==> src/rtl/strided_dma_pkg.sv <==
// Shared types for the block-strided DMA engine.
package strided_dma_pkg;
    // Sequencer states: idle, read path, receive path.
    typedef enum logic [2:0] {
        ST_IDLE,
        ST_RD_REQ,
        ST_RD_DATA,
        ST_TX_HOLD,
        ST_RX_WAIT,
        ST_WR_REQ
    } dma_state_t;
endpackage

==> src/rtl/dma_addr_gen.sv <==
// Address walker: holds the command geometry and yields base + b*stride + i.
// Assumes load is asserted only with a non-zero length and count; step advances
// one word. The sum wraps at 2^ADDR_W.
module dma_addr_gen #(
    parameter int ADDR_W = 19,
    parameter int LEN_W  = 8,
    parameter int CNT_W  = 8
) (
    input  logic              clk,
    input  logic              rst_n,
    input  logic              load,
    input  logic              step,
    input  logic [ADDR_W-1:0] base,
    input  logic [LEN_W-1:0]  len,
    input  logic [CNT_W-1:0]  count,
    input  logic [ADDR_W-1:0] stride,
    output logic [ADDR_W-1:0] addr,
    output logic              last
);
    logic [ADDR_W-1:0] blk_start, stride_q;
    logic [LEN_W-1:0]  off, len_q;
    logic [CNT_W-1:0]  blk, cnt_q;
    logic              blk_end;

    // Decode end of block and end of transfer.
    always_comb begin
        blk_end = (off == len_q - LEN_W'(1));
        last    = blk_end && (blk == cnt_q - CNT_W'(1));
        addr    = blk_start + ADDR_W'(off);
    end

    // Capture geometry on load, advance word/block counters on step.
    always_ff @(posedge clk) begin
        if (!rst_n) begin
            blk_start <= '0;
            stride_q  <= '0;
            off       <= '0;
            len_q     <= '0;
            blk       <= '0;
            cnt_q     <= '0;
        end else if (load) begin
            blk_start <= base;
            stride_q  <= stride;
            len_q     <= len;
            cnt_q     <= count;
            off       <= '0;
            blk       <= '0;
        end else if (step) begin
            if (blk_end) begin
                off       <= '0;
                blk       <= blk + CNT_W'(1);
                blk_start <= blk_start + stride_q;
            end else begin
                off <= off + LEN_W'(1);
            end
        end
    end
endmodule

==> src/rtl/dma_seq.sv <==
// Word sequencer: moves one word at a time between the memory port and the link.
// Assumes a read grant returns data on mem_rdata in the following cycle.
module dma_seq
    import strided_dma_pkg::*;
#(
    parameter int DATA_W = 32
) (
    input  logic              clk,
    input  logic              rst_n,
    input  logic              cmd_valid,
    input  logic              cmd_dir,
    input  logic              cmd_zero,
    output logic              cmd_ready,
    output logic              load,
    output logic              step,
    input  logic              last,
    output logic              mem_req,
    output logic              mem_we,
    input  logic              mem_gnt,
    input  logic [DATA_W-1:0] mem_rdata,
    output logic [DATA_W-1:0] word_q,
    output logic              tx_valid,
    input  logic              tx_ready,
    input  logic              rx_valid,
    input  logic [DATA_W-1:0] rx_data,
    output logic              rx_ready,
    output logic              done
);
    dma_state_t state;
    logic       accept, finish;

    // Moore outputs and handshake decode.
    always_comb begin
        cmd_ready = (state == ST_IDLE);
        accept    = cmd_ready && cmd_valid;
        load      = accept && !cmd_zero;
        mem_req   = (state == ST_RD_REQ) || (state == ST_WR_REQ);
        mem_we    = (state == ST_WR_REQ);
        tx_valid  = (state == ST_TX_HOLD);
        rx_ready  = (state == ST_RX_WAIT);
        step      = (tx_valid && tx_ready) || (mem_we && mem_gnt);
        finish    = step && last;
    end

    // State transitions, word capture and completion pulse.
    always_ff @(posedge clk) begin
        if (!rst_n) begin
            state  <= ST_IDLE;
            word_q <= '0;
            done   <= 1'b0;
        end else begin
            done <= (accept && cmd_zero) || finish;
            unique case (state)
                ST_IDLE:    if (load) state <= cmd_dir ? ST_RX_WAIT : ST_RD_REQ;
                ST_RD_REQ:  if (mem_gnt) state <= ST_RD_DATA;
                ST_RD_DATA: begin
                    word_q <= mem_rdata;
                    state  <= ST_TX_HOLD;
                end
                ST_TX_HOLD: if (tx_ready) state <= last ? ST_IDLE : ST_RD_REQ;
                ST_RX_WAIT: if (rx_valid) begin
                    word_q <= rx_data;
                    state  <= ST_WR_REQ;
                end
                ST_WR_REQ:  if (mem_gnt) state <= last ? ST_IDLE : ST_RX_WAIT;
                default:    state <= ST_IDLE;
            endcase
        end
    end
endmodule

==> src/rtl/strided_dma.sv <==
// Block-strided DMA engine for one link direction: one command moves count
// blocks of len contiguous words, block starts stride apart, in either direction.
module strided_dma #(
    parameter int ADDR_W = 19,
    parameter int DATA_W = 32,
    parameter int LEN_W  = 8,
    parameter int CNT_W  = 8
) (
    input  logic              clk,
    input  logic              rst_n,
    input  logic              cmd_valid,
    output logic              cmd_ready,
    input  logic              cmd_dir,
    input  logic [ADDR_W-1:0] cmd_base,
    input  logic [LEN_W-1:0]  cmd_len,
    input  logic [CNT_W-1:0]  cmd_count,
    input  logic [ADDR_W-1:0] cmd_stride,
    output logic              done,
    output logic              mem_req,
    output logic              mem_we,
    output logic [ADDR_W-1:0] mem_addr,
    output logic [DATA_W-1:0] mem_wdata,
    input  logic              mem_gnt,
    input  logic [DATA_W-1:0] mem_rdata,
    output logic              tx_valid,
    output logic [DATA_W-1:0] tx_data,
    input  logic              tx_ready,
    input  logic              rx_valid,
    input  logic [DATA_W-1:0] rx_data,
    output logic              rx_ready
);
    logic load, step, last, cmd_zero;
    logic [DATA_W-1:0] word_q;

    // An empty geometry finishes without a walk.
    always_comb cmd_zero = (cmd_len == '0) || (cmd_count == '0);

    // The one held word serves as transmit and write data.
    always_comb begin
        tx_data   = word_q;
        mem_wdata = word_q;
    end

    dma_addr_gen #(.ADDR_W(ADDR_W), .LEN_W(LEN_W), .CNT_W(CNT_W)) u_agen (
        .clk(clk), .rst_n(rst_n), .load(load), .step(step),
        .base(cmd_base), .len(cmd_len), .count(cmd_count), .stride(cmd_stride),
        .addr(mem_addr), .last(last)
    );

    dma_seq #(.DATA_W(DATA_W)) u_seq (
        .clk(clk), .rst_n(rst_n), .cmd_valid(cmd_valid), .cmd_dir(cmd_dir),
        .cmd_zero(cmd_zero), .cmd_ready(cmd_ready), .load(load), .step(step),
        .last(last), .mem_req(mem_req), .mem_we(mem_we), .mem_gnt(mem_gnt),
        .mem_rdata(mem_rdata), .word_q(word_q), .tx_valid(tx_valid),
        .tx_ready(tx_ready), .rx_valid(rx_valid), .rx_data(rx_data),
        .rx_ready(rx_ready), .done(done)
    );
endmodule

==> config.mk <==
export PLATFORM = sky130hd
export DESIGN_NAME = strided_dma
export DESIGN_NICKNAME = d
export VERILOG_FILES = /design/src/rtl/strided_dma_pkg.sv /design/src/rtl/dma_addr_gen.sv /design/src/rtl/dma_seq.sv /design/src/rtl/strided_dma.sv
export SDC_FILE = /design/constraint.sdc
export NUM_CORES = 1
export LEC_CHECK = 0
export BUFFER_PORTS_ARGS = -buffer_cell sky130_fd_sc_hd__buf_2
export CAP_MARGIN = 20
export CORE_MARGIN = 1
export CORE_UTILIZATION = 35
export DETAILED_ROUTE_END_ITERATION = 8
export PLACE_DENSITY_LB_ADDON = 0.2
export SLEW_MARGIN = 20
export SYNTH_ARGS = -nofsm -noshare
export SYNTH_HDL_FRONTEND = slang
export SYNTH_HIERARCHICAL = 1
export SYNTH_SLANG_ARGS = --single-unit
==> constraint.sdc <==
create_clock -name clk -period 6.9 [get_ports clk]
set_input_delay 1.725 -clock clk [delete_from_list [all_inputs] [get_ports clk]]
set_output_delay 1.725 -clock clk [all_outputs]
set_load 0.01 [all_outputs]
* After elaboration in Yosys (flattened, before gate mapping)
Cells that the tools add are included.
** Cells by class
- Add/sub/neg operators :: 6
- Multiply operators :: 0
- Divide/modulo/power cells :: 0
- $lt $le $gt $ge :: 0
- Eq/ne operators :: 12
- Shift-type cells :: 0
- Multiplexer cells :: 15
- Bitwise operators :: 1
- Reduce and logical (&&, ||, !) cells :: 23
** Operators by type and width (number)
- 32-bit one-hot mux with 2 select lines :: 1
- 19-bit two-way mux :: 3
- 32-bit two-way mux :: 1
- 3-bit two-way mux :: 7
- 19-bit adder :: 1
- 19-bit by 8-bit adder with 19-bit output :: 1
- 3-bit one-hot mux with 6 select lines :: 1
- 8-bit by 1-bit adder with 8-bit output (second input constant) :: 2
- 8-bit equality test :: 2
- 8-bit logical NOT :: 2
- 8-bit by 1-bit subtractor with 8-bit output (second input constant) :: 2
- 8-bit two-way mux :: 1
- 1-bit logical AND :: 7
- 3-bit by 2-bit equality test with 1-bit output (second input constant) :: 2
- 3-bit equality test (second input constant) :: 2
- 2-bit by 1-bit != test with 1-bit output (second input constant) :: 3
- 2-bit AND reduction :: 3
- 2-bit nonzero test :: 3
- 5-bit AND reduction :: 1
- 1-bit logical OR :: 4
- 2-bit != test (second input constant) :: 2
- 3-bit by 1-bit equality test with 1-bit output (second input constant) :: 1
- 3-bit logical NOT :: 1
- 2-bit OR reduction :: 1
- 3 further kinds :: 3
** Word-level totals
- Register bits after elaboration :: 106
- Latch bits :: 0
- Memory bits (writable) :: 0
- Bits in read-only memories :: 0
- Input bits :: 125
- Memories kept :: 0

* Depth between registers and ports, before layout
Gate-level depths: netlist of run 1.
- Word-level depth :: 6
- Depth in mapped cells :: 11

* Cells and area by module
Netlist of run 1, hierarchy kept.
** By module, submodules not included
- dma_addr_gen :: times used 1, cells each 543, area an instance 4678.2 µm², sequential area each 1401.3 µm²
- dma_seq :: times used 1, cells each 223, area an instance 1799.2 µm², sequential area each 720.7 µm²
- strided_dma :: times used 1, cells each 39, area an instance 276.5 µm², sequential area each 0.0 µm²

* Worst setup path before layout of run 1
No wires, ideal clock.
- Path kind :: flip-flop to output port
- Start point :: reg u_agen.off[0]
- End point :: out mem_addr[12]
- Arrival time :: 2261 ps
- Setup slack :: 2914 ps
- Cell stages (with the launch flop) :: 11
- Cells stage by stage :: dfxtp_1 ha_1 inv_1 fa_1 nor2b_1 o21ai_0 a21boi_0 o21ai_0 a211o_1 nand3b_1 xnor2_1
** On the way
- Longest elaborated chain between the ends :: 1
** RTL lines
- start, declared :: line dma_addr_gen.sv:21 : logic [LEN_W-1:0] off, len_q;
- start signal, assigned :: line dma_addr_gen.sv:54 : off <= off + LEN_W'(1);
- 19-bit by 8-bit adder with 19-bit output :: line dma_addr_gen.sv:29 : addr = blk_start + ADDR_W'(off);
- end, declared :: line strided_dma.sv:21 : output logic [ADDR_W-1:0] mem_addr,
No other way between the ends.

* Final worst setup path of run 1
Same ends and word-level chain as after synthesis.

==> results of run 1 <==
## final cells by class
| type | instances | area [um^2] |
|---|---|---|
| Clock inverter | 5 | 67.56 |
| Inverter | 22 | 87.58 |
| Fill cell | 1964 | 10780 |
| Tap cell | 260 | 325.3 |
| Sequential cell | 106 | 2122 |
| Multi-Input combinational cell | 599 | 4093 |
| Antenna cell | 1 | 2.502 |
| Clock buffer | 11 | 242.7 |
| Timing Repair Buffer | 219 | 1111 |
## per-layer routing
metal / track usage, % / vias to the layer above / wire, um
met3: 3.227 / 14 / 805
met1: 23.99 / 2815 / 8411
li1: - / 3163 / -
met4: 5.263 / 0 / 262
met2: 31.58 / 170 / 8844
met5: 0 / - / 0
## path summary, 6_finish.rpt
kind,to,startpoint
hold reg to reg,u_agen/blk[7],u_agen/blk[7]
setup reg to reg,u_agen/blk[4],u_agen/len_q[0]
hold / removal,u_agen/blk[7],u_agen/blk[7]
setup / recovery,mem_addr[12],u_agen/off[0]
## critical path, stage by stage, from the launching register on
cell	delay (ps)
dfxtp_1	450
ha_1	210
inv_1	50
fa_1	400
nor2b_1	110
o21ai_0	100
a21boi_0	230
o21ai_0	150
a211o_1	410
nand3b_1	230
xnor2_1	130
buf_2	140
## logic make-up (layout without fill, tap and decap cells)
family | after synthesis | after routing | share of synthesized area (%)
compound gates | 197 | 197 | 19.08
xor+xnor | 57 | 57 | 7.392
mux | 46 | 46 | 6.817
other cells | 0 | 1 | 0
buf+inv | 100 | 257 | 8.318
fa+ha+maj | 32 | 32 | 6.150
simple gates | 267 | 267 | 20.82
flops | 106 | 106 | 31.42
## stage by stage
step | utilization, % | worst slack, ps
finish | 42.76 | 2207
global route | 42.76 | 1824
CTS | 42.74 | 2178
detailed placement | 41.10 | 2264
global placement | 41.10 | 2351
floorplan | - | 2914
## power breakdown
group	internal [W]	switching [W]	total, W
Clock	0.000299	0.000255	0.000554
Combinational	0.000236	0.000288	0.000524
Sequential	0.000673	0.0000660	0.000739
Total	0.00121	0.000609	0.00182
## cell usage in the layout, fill, tap and decap left out, types with 8 or more instances in the layout
master     count
nor4_1         8
nor3_1         9
nand2b_1      10
xor2_1        20
or4_1          9
nor2b_1       42
a21oi_1       42
a31oi_1       41
nand2_1       92
clkbuf_16      9
nand3_1       14
dfxtp_1      106
mux2i_1       46
buf_2        213
nand4_1       11
nor2_1        33
xnor2_1       37
o31ai_1       41
o21ai_0       29
ha_1          30
inv_1         21
## state kept, by name, indices dropped and copies added (netlist names)
| name | count |
|---|---|
| u_seq/word_q | 32 |
| u_seq/state | 3 |
| u_agen/off | 8 |
| u_seq/done | 1 |
| u_agen/cnt_q | 8 |
| u_agen/len_q | 8 |
| u_agen/blk_start | 19 |
| u_agen/stride_q | 19 |
| u_agen/blk | 8 |
==> results.json, run 1 <==
{
  "timing.final.max_slew_violations": 0,
  "worst_pin_slew_ps": 939.3,
  "synth-warning-count": 6,
  "r2r.worst_path.cells": 9,
  "syn-num-nets": 962,
  "dp.cells": 1206,
  "hold_ws_ps": 518.2,
  "grt_antenna_before_repair": 1,
  "floorplan.initialDensity_pct": 35.87,
  "max-vdd-ir-drop_v": 0.0001466,
  "cts_hold_repair.buffers": 0,
  "maxClockFrequency_mhz": 213.1,
  "hold_path_class": "reg2reg",
  "number_of_setup_violations_in_the_final_report": 0,
  "grt.overflow.total": 0,
  "cts_tree": "yes",
  "routed_via_density": 5.038,
  "fin_total_pwr_w": 0.001818,
  "detailedRoute.firstPassIterationCount": 5,
  "mappedNetlistArea_um2": 6754,
  "vias": 6162,
  "residual_antenna_violating_net_count_after_detailed_routing": 0,
  "async_flop_share_pct": 0,
  "std_cell_core_area_um2": 18830,
  "post-route-period-util_pct": 68.02,
  "postLayoutCellArea_um2": 8051,
  "worst_relative_slew_slack_pct": 37.31,
  "fp-row-count": 50,
  "worst-setup-path-type": "reg2out",
  "worstPathRequired_ps": 5180,
  "power_density_relative_to_cell_area_nw_per_um2": 225.7,
  "placement.cell_area_um2": 7739,
  "cts_max_level": 3,
  "unrepaired_setup_endpoints_after_global_routing": "false",
  "yosysTopAreaCellShare_pct": 31.42,
  "setup_tns_ps": 0,
  "synth_cell_type_count": 62,
  "outcome": "finished, final reports clean",
  "io_buffer_count": 213,
  "netlist_top_cells_area": "dfxtp_1 (31%), mux2i_1 (6.8%), ha_1 (5.6%)",
  "worst_hold_path.num_cells": 2,
  "seq_area_frac_synth_pct": 31.42,
  "post_synth_inst_count": 805,
  "synthesis.area_per_instance_um2": 8.390,
  "global_route.usage.total_pct": 18.55,
  "timing.critical_path.from_type": "register",
  "finalClockSkew_ps": 18.51,
  "synth_area_leader": "dfxtp_1",
  "worst_setup_hold_path_clk_slew_ps": 70,
  "synth_commonest_cells": "dfxtp_1 (106), nand2_1 (92), mux2i_1 (46)",
  "crit_arrival_ps": 2970,
  "drt_drc_violations_left": 0,
  "cts_root_buffer": "clkbuf_16",
  "drt-initial-drc-count": 279,
  "synth_edf_count": 0,
  "path_max_fanout": 6,
  "avgRoutedWirePerCell_um": 14.98,
  "place_hpwl_mm": 13.33,
  "routed_wl_mm": 18.32,
  "final-instance-count-excl-fill": 1223,
  "cts_buffer_depth": 2,
  "number_of_clock_buffers_inserted_by_tritoncts": 9,
  "clkSinkCount": 106,
  "synth-seq-cells": 106,
  "ys.flop_type": "dfxtp_1",
  "setup.worst_path.end_class": "output port",
  "clk_latency_ps": 360,
  "die_x_um": 140.9,
  "ff2ff_setup_slack_ps": 3310,
  "final_net_count": 1114,
  "power_leakage_nw": 3.764,
  "hold_violations": 0,
  "post-cts-setup-buffers": 0,
  "areaGrowthSynthToFinish_pct": 19.21,
  "wire_length_of_the_first_global_routing_pass_mm": 29.12,
  "die_area_um2": 19860,
  "synth.most_common_cell": "dfxtp_1",
  "fin_crit_ps": 4693,
  "count_of_instances_resized_after_the_clock_tree_is_built": 0,
  "reported_max_cap_violation_count": 0,
  "drive_above_1_share_pct": 25.99,
  "via_count_of_the_first_global_routing_pass": 5636,
  "finalWeightedCongestion": 0.8227,
  "die_h_um": 140.9,
  "grt_max_degree": 98,
  "io-pin-count": 214
}
Power figures use the tool's default switching activity.
==> run 2: changes to the inputs <==
==> constraint.sdc (replaced) <==
create_clock -name clk -period 4 [get_ports clk]
set_input_delay 1 -clock clk [delete_from_list [all_inputs] [get_ports clk]]
set_output_delay 1 -clock clk [all_outputs]
set_load 0.01 [all_outputs]
==> run 2 against run 1 <==
Register-to-register slack got worse by 2500 ps. First-iteration DRC count increased by 4.3%. Hold slack got worse by 11 ps. Routed wire length increased by 0.93%. Via count increased by 0.99%. Sequential power increased by 72%. Total power increased by 70%. Core utilization increased by 0.39 points. Critical path type unchanged.
==> results.json, run 2 (synthesized netlist as in run 1, its figures left out) <==
{
  "drive_above_1_share_pct": 27.01,
  "clkSinkCount": 106,
  "worst_hold_path.num_cells": 2,
  "die_area_um2": 19860,
  "critPathMostFrequentCell": "a21oi_1",
  "timing.critical_path.cells": "ha_1 > a21o_1 > a21oi_1 > o21ai_0 > a31o_2 > a21oi_1 > nand2b_1 > xnor2_1 > buf_2",
  "wire_length_of_the_first_global_routing_pass_mm": 30.26,
  "ff2ff_setup_slack_ps": 860,
  "residual_antenna_violating_net_count_after_detailed_routing": 0,
  "std_cell_core_area_um2": 18830,
  "registers_with_the_most_flip_flops": "u_seq/word_q: 32 flops, u_agen/blk_start: 19 flops, u_agen/stride_q: 19 flops",
  "largest_register_ffs": 32,
  "holdPathEnd": "u_agen/blk[7]",
  "io_buffer_count": 213,
  "place_hpwl_mm": 13.68,
  "power_leakage_nw": 3.799,
  "timing.final.max_slew_violations": 0,
  "grt_antenna_before_repair": 1,
  "fin_total_pwr_w": 0.003090,
  "unrepaired_setup_endpoints_after_global_routing": "false",
  "routed_via_density": 5.059,
  "drt-initial-drc-count": 291,
  "grt.overflow.total": 0,
  "cts_hold_repair.buffers": 0,
  "fp-row-count": 50,
  "floorplan.initialDensity_pct": 35.87,
  "fin_crit_ps": 3772,
  "cts_buffer_depth": 2,
  "path_max_fanout": 6,
  "final_cell_mix": "buf_2 (213), dfxtp_1 (105), nand2_1 (92), mux2i_1 (46)",
  "worst_relative_slew_slack_pct": 62.14,
  "number_of_setup_violations_in_the_final_report": 0,
  "slowest_delay_ps": 440,
  "worstReg2RegEnd": "u_seq/state[2]",
  "cts_tree": "yes",
  "worstPathRequired_ps": 3000,
  "registers.top_by_ff_count": "u_seq/word_q",
  "number_of_clock_buffers_inserted_by_tritoncts": 9,
  "power_density_relative_to_cell_area_nw_per_um2": 380.3,
  "hold_path_class": "reg2reg",
  "timing.critical_path.from_type": "register",
  "drt_drc_violations_left": 0,
  "layout.cells.most_common": "buf_2",
  "worst-setup-path-type": "reg2out",
  "global_route.usage.total_pct": 19.04,
  "finalClockSkew_ps": 10.81,
  "crit_arrival_ps": 2770,
  "antenna_cells": 0,
  "areaGrowthSynthToFinish_pct": 20.29,
  "maxClockFrequency_mhz": 265.1,
  "cts_max_level": 3,
  "detailedRoute.firstPassIterationCount": 6,
  "clk_latency_ps": 350,
  "setup_tns_ps": 0,
  "cts_root_buffer": "clkbuf_16",
  "hold_violations": 0,
  "min_from": "u_agen/blk[7]",
  "die_h_um": 140.9,
  "reported_max_cap_violation_count": 0,
  "finalWeightedCongestion": 0.7734,
  "r2r.worst_path.cells": 12,
  "outcome": "finished, final reports clean",
  "worst_pin_slew_ps": 567.2,
  "final_net_count": 1122,
  "setup.worst_path.end_class": "output port",
  "io-pin-count": 214,
  "post-route-period-util_pct": 94.30,
  "avgRoutedWirePerCell_um": 15.03,
  "max-vdd-ir-drop_v": 0.0002191,
  "critical_path.slowest_cell": "a21oi_1",
  "routed_wl_mm": 18.49,
  "vias": 6223,
  "grt_max_degree": 42,
  "worst_setup_hold_path_clk_slew_ps": 70,
  "via_count_of_the_first_global_routing_pass": 6006,
  "die_x_um": 140.9,
  "crit-reg2reg-launch": "u_agen/len_q[0]"
}
==> run 2: through the flow <==
stage	setup WS, ps	hold WS (ps)	std cells	cell area, um^2	utilization [%]
global route	0.5316	559.0	1230	8124	43.14
finish	228.1	507.1	1230	8124	43.14
floorplan	738.5	463.3	805	6754	-
global placement	471.9	497.4	1212	7796	41.40
CTS	24.88	511.7	1228	8100	43.02
detailed placement	390.2	499.7	1212	7796	41.40
==> run 2: power by group <==
part | leakage [nW] | switching [W] | internal [W]
logic | 2.79 | 0.000502 | 0.000416
registers | 0.868 | 0.000110 | 0.00116
clock network | 0.145 | 0.000434 | 0.000466
==> run 2: worst max-delay path, delay by kind of cell (launching register included) <==
kind / cells / cell delay (ps)
compound gates: 5 / 1280
flops: 1 / 430
fa+ha+maj: 1 / 270
simple gates: 1 / 190
buf+inv: 1 / 150
xor+xnor: 1 / 110
==> run 2: layout make-up <==
class                   count  area, um^2
repair buffers            227        1184
multi-input cells         599        4099
clock buffers              11       252.7
fillers                  1943       10710
clock inverters             5       50.05
well taps                 260       325.3
inverters                  22       87.58
flip-flops and latches    106        2126
==> run 2: how the worst max path moves through the flow <==
stage                       start            to  slack (ps)  cells after the start
floorplan           u_agen/off[0]  mem_addr[12]         740                     10
global placement    u_agen/off[0]  mem_addr[12]         470                     11
detailed placement  u_agen/off[0]  mem_addr[12]         390                     11
CTS                 u_agen/off[0]  mem_addr[12]          20                     11
global route        u_agen/off[1]  mem_addr[13]         0.5                      9
finish              u_agen/off[1]  mem_addr[15]         230                      9
==> run 2: what timing repair did <==
item,CTS,global route
gates resized for setup,1,6
buffers inserted,0,2
pin swaps,0,2
endpoints found under the setup margin,1,6
==> run 2: layer usage <==
layer | vias up | share of wire [%] | global-route usage, %
li1 | 3183 | - | -
met1 | 2855 | 46 | 24.13
met2 | 172 | 49 | 33.02
met3 | 11 | 4.6 | 4.348
met4 | 2 | 0.63 | 3.719
met5 | - | 0.070 | 0
==> run 3: changes to the inputs <==
--- a/config.mk
+++ b/config.mk
@@ -5,11 +5,11 @@
 export SDC_FILE = /design/constraint.sdc
 export NUM_CORES = 1
 export LEC_CHECK = 0
-export BUFFER_PORTS_ARGS = -buffer_cell sky130_fd_sc_hd__buf_2
 export CAP_MARGIN = 20
 export CORE_MARGIN = 1
 export CORE_UTILIZATION = 35
 export DETAILED_ROUTE_END_ITERATION = 8
+export DONT_BUFFER_PORTS = 1
 export PLACE_DENSITY_LB_ADDON = 0.2
 export SLEW_MARGIN = 20
 export SYNTH_ARGS = -nofsm -noshare
==> constraint.sdc (replaced) <==
create_clock -name clk -period 4.6 [get_ports clk]
set_input_delay 1.15 -clock clk [delete_from_list [all_inputs] [get_ports clk]]
set_output_delay 1.15 -clock clk [all_outputs]
set_load 0.01 [all_outputs]
==> run 3 against run 2 <==
Combinational power shrank 35%. Clock power shrank 13%. Routed wire length shrank 4.6%. Hold slack gained 20 ps. Global-route usage shrank 1.2 points. Register-to-register slack gained 410 ps. Final area shrank 14%. Largest cell class unchanged. Non-clock buffer count shrank 221. Final cell count shrank 18%. Sequential power shrank 9%. Setup slack gained 260 ps.
==> results.json, run 3 (synthesized netlist as in run 1, its figures left out) <==
{
  "io-pin-count": 214,
  "io_buffer_count": 0,
  "fp-row-count": 50,
  "timing.final.max_slew_violations": 0,
  "path_max_fanout": 6,
  "setup_tns_ps": 0,
  "finalClockSkew_ps": 11.54,
  "cts_tree": "yes",
  "grt_max_degree": 99,
  "cts_buffer_depth": 2,
  "layout.cells.most_common": "dfxtp_1",
  "post-cts-setup-buffers": 0,
  "routed_wl_mm": 17.64,
  "grt.overflow.total": 0,
  "drt_drc_violations_left": 0,
  "number_of_clock_buffers_inserted_by_tritoncts": 9,
  "drt-initial-drc-count": 278,
  "detailedRoute.firstPassIterationCount": 5,
  "cts_hold_repair.buffers": 0,
  "die_area_um2": 19860,
  "internal_power_w": 0.001689,
  "place_hpwl_mm": 13.02,
  "vias": 5588,
  "comb_power_share_pct": 23.7,
  "timing.critical_path.from_type": "register",
  "netSwitchingFraction_pct": 33.52,
  "power.switching_w": 0.0008513,
  "setup.worst_path.end_class": "output port",
  "count_of_instances_resized_after_the_clock_tree_is_built": 0,
  "cts_root_buffer": "clkbuf_16",
  "registers_with_the_most_flip_flops": "u_seq/word_q: 32 flops, u_agen/blk_start: 19 flops, u_agen/stride_q: 19 flops",
  "worstPathRequired_ps": 3450,
  "clkSinkCount": 106,
  "avgRoutedWirePerCell_um": 17.50,
  "drive_above_1_share_pct": 5.080,
  "via_count_of_the_first_global_routing_pass": 5516,
  "antenna_cells": 0,
  "layout.core_utilization_pct": 36.98,
  "std_cell_core_area_um2": 18830,
  "worst_relative_slew_slack_pct": 45.63,
  "postLayoutSetupSlackWorst_ps": 487.6,
  "fin_crit_ps": 4112,
  "die_h_um": 140.9,
  "registers.top_by_ff_count": "u_seq/word_q",
  "power_leakage_nw": 2.794,
  "number_of_setup_violations_in_the_final_report": 0,
  "hold_path_class": "reg2reg",
  "critical_path.slowest_cell": "dfxtp_1",
  "timing.critical_path.cells": "ha_1 > inv_1 > fa_1 > nor2b_1 > o21ai_0 > a21boi_0 > o21ai_0 > a211o_1 > nand3b_1 > xnor2_1",
  "maxClockFrequency_mhz": 243.2,
  "wire_length_of_the_first_global_routing_pass_mm": 28.26,
  "grt_antenna_before_repair": 0,
  "die_x_um": 140.9,
  "post-route-period-util_pct": 89.40,
  "clk_pwr_share_pct": 31.0,
  "routed_via_density": 5.544,
  "residual_antenna_violating_net_count_after_detailed_routing": 0,
  "areaGrowthSynthToFinish_pct": 3.112,
  "slowest_delay_ps": 450,
  "worst_setup_hold_path_clk_slew_ps": 70,
  "hold_violations": 0,
  "final_cell_mix": "dfxtp_1 (106), nand2_1 (92), mux2i_1 (46), nor2b_1 (42), a21oi_1 (42)",
  "dp_slack_ps": 865.6,
  "final_net_count": 901,
  "worst-setup-path-type": "reg2out",
  "max-vdd-ir-drop_v": 0.0002040,
  "hold_ws_ps": 526.7,
  "largest_register_ffs": 32,
  "floorplan.initialDensity_pct": 35.87,
  "cts_max_level": 3,
  "reported_max_cap_violation_count": 0,
  "unrepaired_setup_endpoints_after_global_routing": "false",
  "outcome": "finished, final reports clean",
  "crit_arrival_ps": 2960,
  "worst_pin_slew_ps": 815.5,
  "sequentialPowerShare_pct": 45.4,
  "power_density_relative_to_cell_area_nw_per_um2": 364.7,
  "clk_latency_ps": 350,
  "global_route.usage.total_pct": 17.84,
  "finalWeightedCongestion": 0.8155,
  "critPathMostFrequentCell": "o21ai_0"
}
[run 3: changes by cell type in the layout (fill, tap and decap cells not counted), moves of 2 or more]
cell / change
buf_2: -213
buf_4: -7
clkinv_4: -3
clkbuf_8: -2
clkinv_2: +2
[run 3: power groups by stage]
stage / clock (W) / combinational [W] / sequential (W)
finish: 0.000787 / 0.000601 / 0.00115
global route: 0.000852 / 0.000673 / 0.00117
CTS: 0.000818 / 0.000603 / 0.00115
detailed placement: 0 / 0.000601 / 0.00117
global placement: 0 / 0.000586 / 0.00117
floorplan: 0 / 0.000592 / 0.00111
[run 3: path summary, 6_finish.rpt]
path / end / slack, ps / cells after the start / start
setup / recovery: mem_addr[12] / 490 / 10 / u_agen/off[0]
hold / removal: u_agen/blk_start[4] / 530 / 2 / u_agen/blk_start[4]
setup reg to reg: u_seq/state[2] / 1270 / 11 / u_agen/len_q[0]
hold reg to reg: u_agen/blk_start[4] / 530 / 2 / u_agen/blk_start[4]
[run 3: layout make-up]
class,count,area (um^2)
fill,1909,11870
multi-input combinational,599,4093
sequential,106,2122
tap,260,325.3
clock buffer,9,225.2
inverter,22,87.58
clock inverter,6,66.31
timing repair buffer,6,45.04
[run 3: per-layer routing]
layer | share of wire [%] | wire, um | global-route usage, %
met1 | 43 | 7524 | 20.56
met2 | 49 | 8653 | 31.71
met3 | 5.5 | 969 | 4.144
met4 | 2.8 | 488 | 7.265
met5 | 0 | 0 | 0
[run 3: critical path: cells and delay by family (launching register included)]
family,cells,cell delay (ps)
compound gates,4,900
buf+inv,1,60
fa+ha+maj,2,610
flops,1,450
xor+xnor,1,270
simple gates,2,340
[run 3: per-stage QoR]
step / area [um^2] / total power [W] / instances
finish: 6964 / 0.002540 / 1008
global placement: 6673 / 0.001759 / 993
global route: 6964 / 0.002693 / 1008
detailed placement: 6673 / 0.001774 / 993
floorplan: 6754 / 0.001704 / 805
CTS: 6964 / 0.002574 / 1008
